## src/rtl/scc_pkg.sv

```systemverilog
package scc_pkg;

    localparam int NUM_LANES = 2;
    localparam int NUM_CLASS = 7;

    typedef enum logic [2:0] {
        CLS_STANDBY    = 3'd0,
        CLS_READ       = 3'd1,
        CLS_EARLY_WR   = 3'd2,
        CLS_DELAYED_WR = 3'd3,
        CLS_RMW        = 3'd4,
        CLS_CBR        = 3'd5,
        CLS_RAS_ONLY   = 3'd6
    } cls_idx_e;

    // Strobe levels in asserted sense: 1 means the pin is low.
    typedef struct packed {
        logic ras;
        logic ucas;
        logic lcas;
        logic we;
        logic oe;
    } strobe_t;

    localparam int NUM_PINS = $bits(strobe_t);

    // Strobes whose previous sample is needed for edge detection.
    typedef struct packed {
        logic ras;
        logic ucas;
        logic lcas;
        logic we;
    } hist_t;

    localparam int NUM_HIST = $bits(hist_t);

    typedef struct packed {
        logic                 active;
        logic                 cbr;
        logic                 cas_seen;
        logic                 early;
        logic                 we_late;
        logic                 rmw;
        logic                 oe_seen;
        logic                 sb_armed;
        logic                 viol;
        logic [NUM_LANES-1:0] lw;
        logic [NUM_LANES-1:0] lo;
    } trk_state_t;

    typedef struct packed {
        logic [NUM_CLASS-1:0] cls;
        logic [NUM_LANES-1:0] wr;
        logic [NUM_LANES-1:0] oe;
        logic                 viol;
    } report_t;

    function automatic logic [NUM_CLASS-1:0] cls_onehot(cls_idx_e c);
        return NUM_CLASS'(1) << c;
    endfunction

    // Priority: refresh kinds first, then write kinds, then read.
    function automatic cls_idx_e cls_pick(trk_state_t s);
        if (s.cbr)       return CLS_CBR;
        if (!s.cas_seen) return CLS_RAS_ONLY;
        if (s.early)     return CLS_EARLY_WR;
        if (s.rmw)       return CLS_RMW;
        if (s.we_late)   return CLS_DELAYED_WR;
        return CLS_READ;
    endfunction

endpackage

```

## src/rtl/scc_sync.sv

```systemverilog
module scc_sync #(
    parameter int                 WIDTH   = 1,
    parameter int                 STAGES  = 2,
    parameter logic [WIDTH-1:0]   RST_VAL = '0
) (
    input  logic             clk,
    input  logic             rst,
    input  logic [WIDTH-1:0] d,
    output logic [WIDTH-1:0] q
);

    logic [STAGES-1:0][WIDTH-1:0] chain;

    generate
        if (STAGES == 1) begin : g_single
            always_ff @(posedge clk) begin
                if (rst) chain <= RST_VAL;
                else     chain <= d;
            end
        end else begin : g_multi
            always_ff @(posedge clk) begin
                if (rst) chain <= {STAGES{RST_VAL}};
                else     chain <= {chain[STAGES-2:0], d};
            end
        end
    endgenerate

    assign q = chain[STAGES-1];

endmodule

```

## src/rtl/scc_hist.sv

```systemverilog
module scc_hist #(
    parameter int WIDTH = 1
) (
    input  logic             clk,
    input  logic             rst,
    input  logic [WIDTH-1:0] cur,
    output logic [WIDTH-1:0] prv
);

    always_ff @(posedge clk) begin
        if (rst) prv <= '0;
        else     prv <= cur;
    end

endmodule

```

## src/rtl/scc_tracker.sv

```systemverilog
module scc_tracker
    import scc_pkg::*;
(
    input  logic            clk,
    input  logic            rst,
    input  strobe_t         cur,
    input  hist_t           prv,
    output logic            rep_valid,
    output report_t         rep
);

    trk_state_t st, nxt;
    report_t    rep_nxt;
    logic       vld_nxt;

    logic [NUM_LANES-1:0] lane_now, lane_was, lane_fall;
    logic cas_now, cas_was, ras_fall, ras_rise, we_fall, wr_strobe;

    always_comb begin
        lane_now  = {cur.ucas, cur.lcas};
        lane_was  = {prv.ucas, prv.lcas};
        lane_fall = lane_now & ~lane_was;
        cas_now   = |lane_now;
        cas_was   = |lane_was;
        ras_fall  = cur.ras & ~prv.ras;
        ras_rise  = ~cur.ras & prv.ras;
        we_fall   = cur.we & ~prv.we;
        wr_strobe = ((|lane_fall) & cur.we) | (we_fall & cas_now);

        nxt     = st;
        rep_nxt = rep;
        vld_nxt = 1'b0;

        if (ras_fall) begin
            nxt        = '0;
            nxt.active = 1'b1;
            nxt.cbr    = cas_was;
        end

        if (nxt.active && !nxt.cbr && cur.ras) begin
            if (cas_now && !cas_was && !nxt.cas_seen) begin
                nxt.cas_seen = 1'b1;
                nxt.early    = cur.we;
            end
            for (int i = 0; i < NUM_LANES; i++) begin
                if (lane_fall[i] && |(lane_was & ~(NUM_LANES'(1) << i)))
                    nxt.viol = 1'b1;
                if (lane_now[i] && cur.we)
                    nxt.lw[i] = 1'b1;
                if (lane_now[i] && cur.oe && !cur.we)
                    nxt.lo[i] = 1'b1;
            end
            if (wr_strobe && cur.oe)
                nxt.viol = 1'b1;
            if (we_fall && cas_now && nxt.cas_seen && !nxt.early && !nxt.we_late) begin
                nxt.we_late = 1'b1;
                nxt.rmw     = nxt.oe_seen;
            end
            if (cas_now && cur.oe && !cur.we)
                nxt.oe_seen = 1'b1;
        end

        if (ras_rise && st.active) begin
            vld_nxt      = 1'b1;
            rep_nxt.cls  = cls_onehot(cls_pick(st));
            rep_nxt.wr   = st.lw;
            rep_nxt.oe   = st.lo;
            rep_nxt.viol = st.viol;
            nxt          = '0;
        end else if (!cur.ras && !st.active) begin
            if (cas_now && !cas_was) begin
                nxt.sb_armed = 1'b1;
            end else if (!cas_now && cas_was && st.sb_armed) begin
                vld_nxt      = 1'b1;
                rep_nxt.cls  = cls_onehot(CLS_STANDBY);
                rep_nxt.wr   = '0;
                rep_nxt.oe   = '0;
                rep_nxt.viol = 1'b0;
                nxt.sb_armed = 1'b0;
            end
        end
    end

    always_ff @(posedge clk) begin
        if (rst) begin
            st        <= '0;
            rep       <= '0;
            rep_valid <= 1'b0;
        end else begin
            st        <= nxt;
            rep       <= rep_nxt;
            rep_valid <= vld_nxt;
        end
    end

endmodule

```

## src/rtl/strobe_cycle_classifier.sv

```systemverilog
module strobe_cycle_classifier
    import scc_pkg::*;
#(
    parameter int SYNC_STAGES = 2
) (
    input  logic                 clk,
    input  logic                 rst,
    input  logic                 ras_n,
    input  logic                 ucas_n,
    input  logic                 lcas_n,
    input  logic                 we_n,
    input  logic                 oe_n,
    output logic                 cyc_valid,
    output logic [NUM_CLASS-1:0] cyc_class,
    output logic [NUM_LANES-1:0] lane_write,
    output logic [NUM_LANES-1:0] lane_oe,
    output logic                 cyc_violation
);

    logic [NUM_PINS-1:0] pins_sync;
    strobe_t             cur;
    hist_t               cur_hist;
    hist_t               prv_hist;
    report_t             rep;

    scc_sync #(
        .WIDTH   (NUM_PINS),
        .STAGES  (SYNC_STAGES),
        .RST_VAL ({NUM_PINS{1'b1}})
    ) sync_i (
        .clk (clk),
        .rst (rst),
        .d   ({ras_n, ucas_n, lcas_n, we_n, oe_n}),
        .q   (pins_sync)
    );

    assign cur      = strobe_t'(~pins_sync);
    assign cur_hist = hist_t'({cur.ras, cur.ucas, cur.lcas, cur.we});

    scc_hist #(
        .WIDTH (NUM_HIST)
    ) hist_i (
        .clk (clk),
        .rst (rst),
        .cur (cur_hist),
        .prv (prv_hist)
    );

    scc_tracker trk_i (
        .clk       (clk),
        .rst       (rst),
        .cur       (cur),
        .prv       (prv_hist),
        .rep_valid (cyc_valid),
        .rep       (rep)
    );

    assign cyc_class     = rep.cls;
    assign lane_write    = rep.wr;
    assign lane_oe       = rep.oe;
    assign cyc_violation = rep.viol;

endmodule

```

## config.mk

```make
export PLATFORM = sky130hd
export DESIGN_NAME = strobe_cycle_classifier
export DESIGN_NICKNAME = d
export VERILOG_FILES = /design/src/rtl/scc_pkg.sv /design/src/rtl/scc_sync.sv /design/src/rtl/scc_hist.sv /design/src/rtl/scc_tracker.sv /design/src/rtl/strobe_cycle_classifier.sv
export SDC_FILE = /design/constraint.sdc
export NUM_CORES = 1
export LEC_CHECK = 0
export ABC_AREA = 1
export BUFFER_PORTS_ARGS = -buffer_cell sky130_fd_sc_hd__buf_2
export CAP_MARGIN = 20
export CORE_MARGIN = 2
export CORE_UTILIZATION = 30
export CTS_CLUSTER_SIZE = 28
export DETAILED_ROUTE_END_ITERATION = 16
export HOLD_SLACK_MARGIN = 0.02
export RECOVER_POWER = 50
export REMOVE_ABC_BUFFERS = 1
export SLEW_MARGIN = 15
export SYNTH_ARGS = -nofsm -noshare
export SYNTH_HDL_FRONTEND = slang
export SYNTH_HIERARCHICAL = 1
export SYNTH_SLANG_ARGS = --single-unit
```

## constraint.sdc

```tcl
create_clock -name clk -period 1.4 [get_ports clk]
set_input_delay 0.28 -clock clk [delete_from_list [all_inputs] [get_ports clk]]
set_output_delay 0.28 -clock clk [all_outputs]
set_load 0.02 [all_outputs]
```

* After elaboration in Yosys (flattened, before gate mapping)
Cells that the tools add are included.
** Word-level totals
- Flip-flop bits (word level) :: 40
- Bits of input ports :: 7
- Output and inout port bits :: 13
- Logic and storage cells :: 129
** Cells by class
- Eq/ne operators :: 1
- Shifts and indexed selects :: 1
- Multiplexer cells :: 57
- Bitwise operators :: 12
- Reductions and logical operators :: 39
** Operator list (number)
- $mux 12 :: 4
- $mux 3 :: 12
- $mux 1 :: 35
- $logic_and 1x1->1 :: 23
- $mux 13 :: 1
- $mux 5 :: 2
- $logic_not 1->1 :: 9
- $reduce_or 2->1 :: 4
- $shl 1x3->7 const A :: 1
- $mux 2 :: 3
- $and 1x1->1 :: 5
- $not 5->5 :: 1
- $reduce_bool 2->1 :: 2
- $not 1->1 :: 3
- $reduce_and 3->1 :: 1
- $and 2x2->2 :: 1
- $ne 2x2->1 const B :: 1
- $not 2->2 :: 1
- $or 1x1->1 :: 1

* Depth between registers and ports, before layout
- Depth after elaboration :: 27
- Gate-level depth with buffers :: 12
- Gate-level depth less buffers :: 11

* By module
Netlist, hierarchy kept.
** By module, submodules not included
- scc_tracker :: times used 1, cells each 168, area each 1218.7 µm², sequential area each 520.5 µm²
- scc_sync :: times used 1, cells each 36, area each 316.6 µm², sequential area each 200.2 µm²
- scc_hist :: times used 1, cells each 12, area each 110.1 µm², sequential area each 80.1 µm²
- strobe_cycle_classifier :: times used 1, cells each 5, area each 18.8 µm², sequential area each 0.0 µm²

* Worst setup path before layout
OpenSTA, ideal clock, no wires.
- Path kind :: flip-flop to flip-flop
- Start :: reg sync_i.chain, in the netlist sync_i/q[4]
- End :: reg trk_i/st[9] (netlist bit)
- Setup time :: 0.116 ns
- Data arrival time :: 1.178 ns
- Data required time :: 1.284 ns
- Slack :: 0.107 ns
- Cell stages (with the launch flop) :: 10
- Path buffers :: 2
- Clock period less this slack :: 1.293 ns
- Cell sequence :: dfxtp_1 -> buf_4 -> inv_1 -> nand2_2 -> buf_6 -> nand2_4 -> nand2_4 -> nor2_8 -> nand2_2 -> and3_1
** RTL lines
- from (decl) :: RTL line scc_sync.sv:12 : logic [STAGES-1:0][WIDTH-1:0] chain;
- from (signal assigned) :: RTL line scc_sync.sv:22 : if (rst) chain <= {STAGES{RST_VAL}};
- from (signal assigned) :: RTL line scc_sync.sv:23 : else chain <= {chain[STAGES-2:0], d};
- to (signal assigned) :: RTL line scc_tracker.sv:90 : st <= nxt;
- to (decl) :: RTL line scc_tracker.sv:12 : trk_state_t st, nxt;

* Final worst setup path
- Start :: reg hist_i.prv[3]
- End :: reg trk_i/st[0] (netlist bit)
** On the way
- Cells in the longest elaborated chain, start to end :: 7
- Elaborated cells between the ends (all ways) :: 11
- Classes of those cells :: mux (3); bitwise (3); reduce/logical (5)
** RTL lines
- from (decl) :: RTL line scc_hist.sv:7 : output logic [WIDTH-1:0] prv
- from (signal assigned) :: RTL line scc_hist.sv:12 : else prv <= cur;
- $not 1->1 :: RTL line scc_tracker.sv:25 : ras_fall = cur.ras & ~prv.ras;
- $and 1x1->1 :: RTL line scc_tracker.sv:25
- $mux 13 :: RTL line scc_tracker.sv:34 : if (ras_fall) begin
- $logic_not 1->1 :: RTL line scc_tracker.sv:40 : if (nxt.active && !nxt.cbr && cur.ras) begin
- $logic_and 1x1->1 (2 in series) :: RTL line scc_tracker.sv:40
- $mux 5 :: RTL line scc_tracker.sv:40
Several ways; a longest one is shown, not always the timed one.
A chain may end at the register's enable or synchronous reset.

==> results.ini <==
[run_status]
run_status=finished, final reports clean

[yosys]
ys_seq_area_share_pct=48.1
ys_seq_elements=40
post-synth-top-area-cell=dfxtp_1
yosysTopAreaCellShare_pct=48.1
synthFlopType=dfxtp_1
yosys.cell_count.top_type=nand2_1
synthDistinctLibCells=25
syn_avg_cell_area_um2=7.53
synth_edf_count=0
ys_warn_count=6
synth_common_cells=nand2_1 (53), dfxtp_1 (40), inv_1 (39), a21oi_1 (21), nor2_1 (19)
synthTopCellsByArea=dfxtp_1 (48%), nand2_1 (12%), inv_1 (8.8%)
mappedNetlistArea_um2=1660
async_flop_share_pct=0
syn_inst=221

[power]
total_leakage_power_uw=0.000835
power_density_nw_per_um2=1080
vdd_drop_max_v=0.000483

[hold_path]
hold_depth=3
worst_hold_startpoint=ucas_n
hold_path_end=sync_i/chain[3]
hp-class=in -> reg

[die]
start_util_pct=30.6
ios=20
die_y_um=78.5
die_w_um=78.5
rows=27
dieArea_um2=6160
core_um2=5440

[run]
maxCapViolCount=0

[worst_setup_path]
cp-start-kind=flop
worst-path-max-fanout=10
reg2reg_depth=8
crit_required_ps=1610
end_kind=flop
reg2reg_to=trk_i/st[0]
cp_data_arrival_time_ps=1530
rrSetupSlack_ps=90
crit_type=reg -> reg
r2r-start=hist_i/prv[3]

[layout]
drive_gt1_share_pct=17.6
antenna_cells=0
fin_nets=251
synthToLayoutAreaGrowth_pct=15.6
instances_no_fill=317
utilization_pct=35.4
nFillCells=596

[clocking]
cts_tree=yes
cts_max_level=2
path_clk_slew_ps=70
clock_latency_ps=290
cts_buffers=5
clk_path_buf_depth=2
cts_root_buf=clkbuf_8
cts_sinks=40

[timing]
setup_viol=0
fin_crit_ps=1310
holdWs_ps=160
period_share_pct=93.9
finalHoldViolations=0
relSlewSlack_pct=49.9
max_freq_mhz=761
slew_viol_final=0
fin_tns_setup_ps=0
fin_skew_ps=9.28
worst_slack_ps=85.8
worstMarginPinSlew_ps=751

[global_routing]
grt_max_degree=18
grt_util_all_layers_pct=10.6
grt_pass1_vias=1200
antenna_found_initial=0
grt_overflow=0
grt_pass1_wl_um=5220

[drt]
met1Wirelength_um=1510
via_count=1314
antenna_left=0
post-route-drc-count=0
wl_met3_um=131
drtPass1Iterations=4
wl_um=3020
met2WireLength_um=1350
drtIter0Drc=34
top_layer_used=met4
post_drt_wl_per_cell_um=9.53
via_per_inst=4.15

[placement]
place.gp.congestion=0.836
port_buffers=19
hpwl_um=2150
dp.cells=308
dp_slack_ps=88.8

[metal layers]
| layer | up-vias | GRT usage (%) |
|---|---|---|
| li1 | 715 | - |
| met1 | 572 | 13.8 |
| met2 | 23 | 16.3 |
| met3 | 4 | 3.22 |
| met4 | 0 | 4.74 |
| met5 | - | 0 |
[cell families (layout without fill, tap and decap cells)]
family	after synthesis	in the layout	share of synthesized area (%)
buffers and inverters	53	77	13.8
AOI/OAI and AO/OA	27	27	9.02
and+or+nand+nor	101	101	29.1
DFF	40	40	48.1
[stage by stage]
step / power, uW / cell area (um^2)
final: 2080 / 1920
after global routing: 2190 / 1920
after CTS: 2110 / 1920
after detailed placement: 1330 / 1820
after global placement: 1330 / 1820
after floorplan: 1280 / 1600
[worst max-delay path: stages, from the launching register on]
cell     delay [ps]
dfxtp_1         340
inv_1            90
nand2_4         120
inv_1           120
nand2_4          90
nand2_4          60
nor2_8          140
nand4_1         130
a21oi_1         160
[worst max-delay path by stage]
stage                              to          start  depth (start not counted)
after floorplan           trk_i/st[9]    sync_i/q[4]                          8
after global placement    trk_i/st[7]    sync_i/q[4]                          9
after detailed placement  trk_i/st[9]    sync_i/q[4]                          8
after CTS                 trk_i/st[0]    sync_i/q[4]                          8
after global routing      trk_i/st[0]    sync_i/q[4]                          8
final                     trk_i/st[0]  hist_i/prv[3]                          8
[layout make-up]
type	instances	area (um^2)	share of cell area (%)
Clock inverter	1	7.51	0.390
Clock buffer	7	86.3	4.49
Multi-Input combinational cell	128	649	33.8
Sequential cell	40	801	41.6
Tap cell	72	90.1	4.68
Inverter	44	169	8.78
Timing Repair inverter	1	5.00	0.260
Timing Repair Buffer	24	115	5.99
[report_power, final]
group,switching (uW),total [uW],internal (uW),leakage (uW)
Combinational,87.3,131,43.2,0.000465
Sequential,10.8,1170,1160,0.000325
Clock,376,776,400,0.0000445
Total,475,2080,1600,0.000835
[what timing repair did]
item	in CTS	in global routing
setup buffers	0	0
resized for setup	0	6
hold buffers	0	0
setup endpoints to repair	0	11
[sequential cells by signal, indices dropped and copies added, names as in the netlist]
signal           cells
hist_i/prv           4
sync_i/chain         5
sync_i/q             5
trk_i/rep           12
trk_i/rep_valid      1
trk_i/st            13
[cell usage in the layout, fill, tap and decap left out, drive strengths merged]
cell	n
a211oi	1
a21oi	22
and2	1
and3	1
buf	12
clkbuf	19
clkinvlp	3
dfxtp	40
inv	43
nand2	62
nand3	7
nand4	7
nor2	23
o211ai	1
o21ai	2
o22ai	1
No activity file was read; power rests on OpenSTA's default activity.
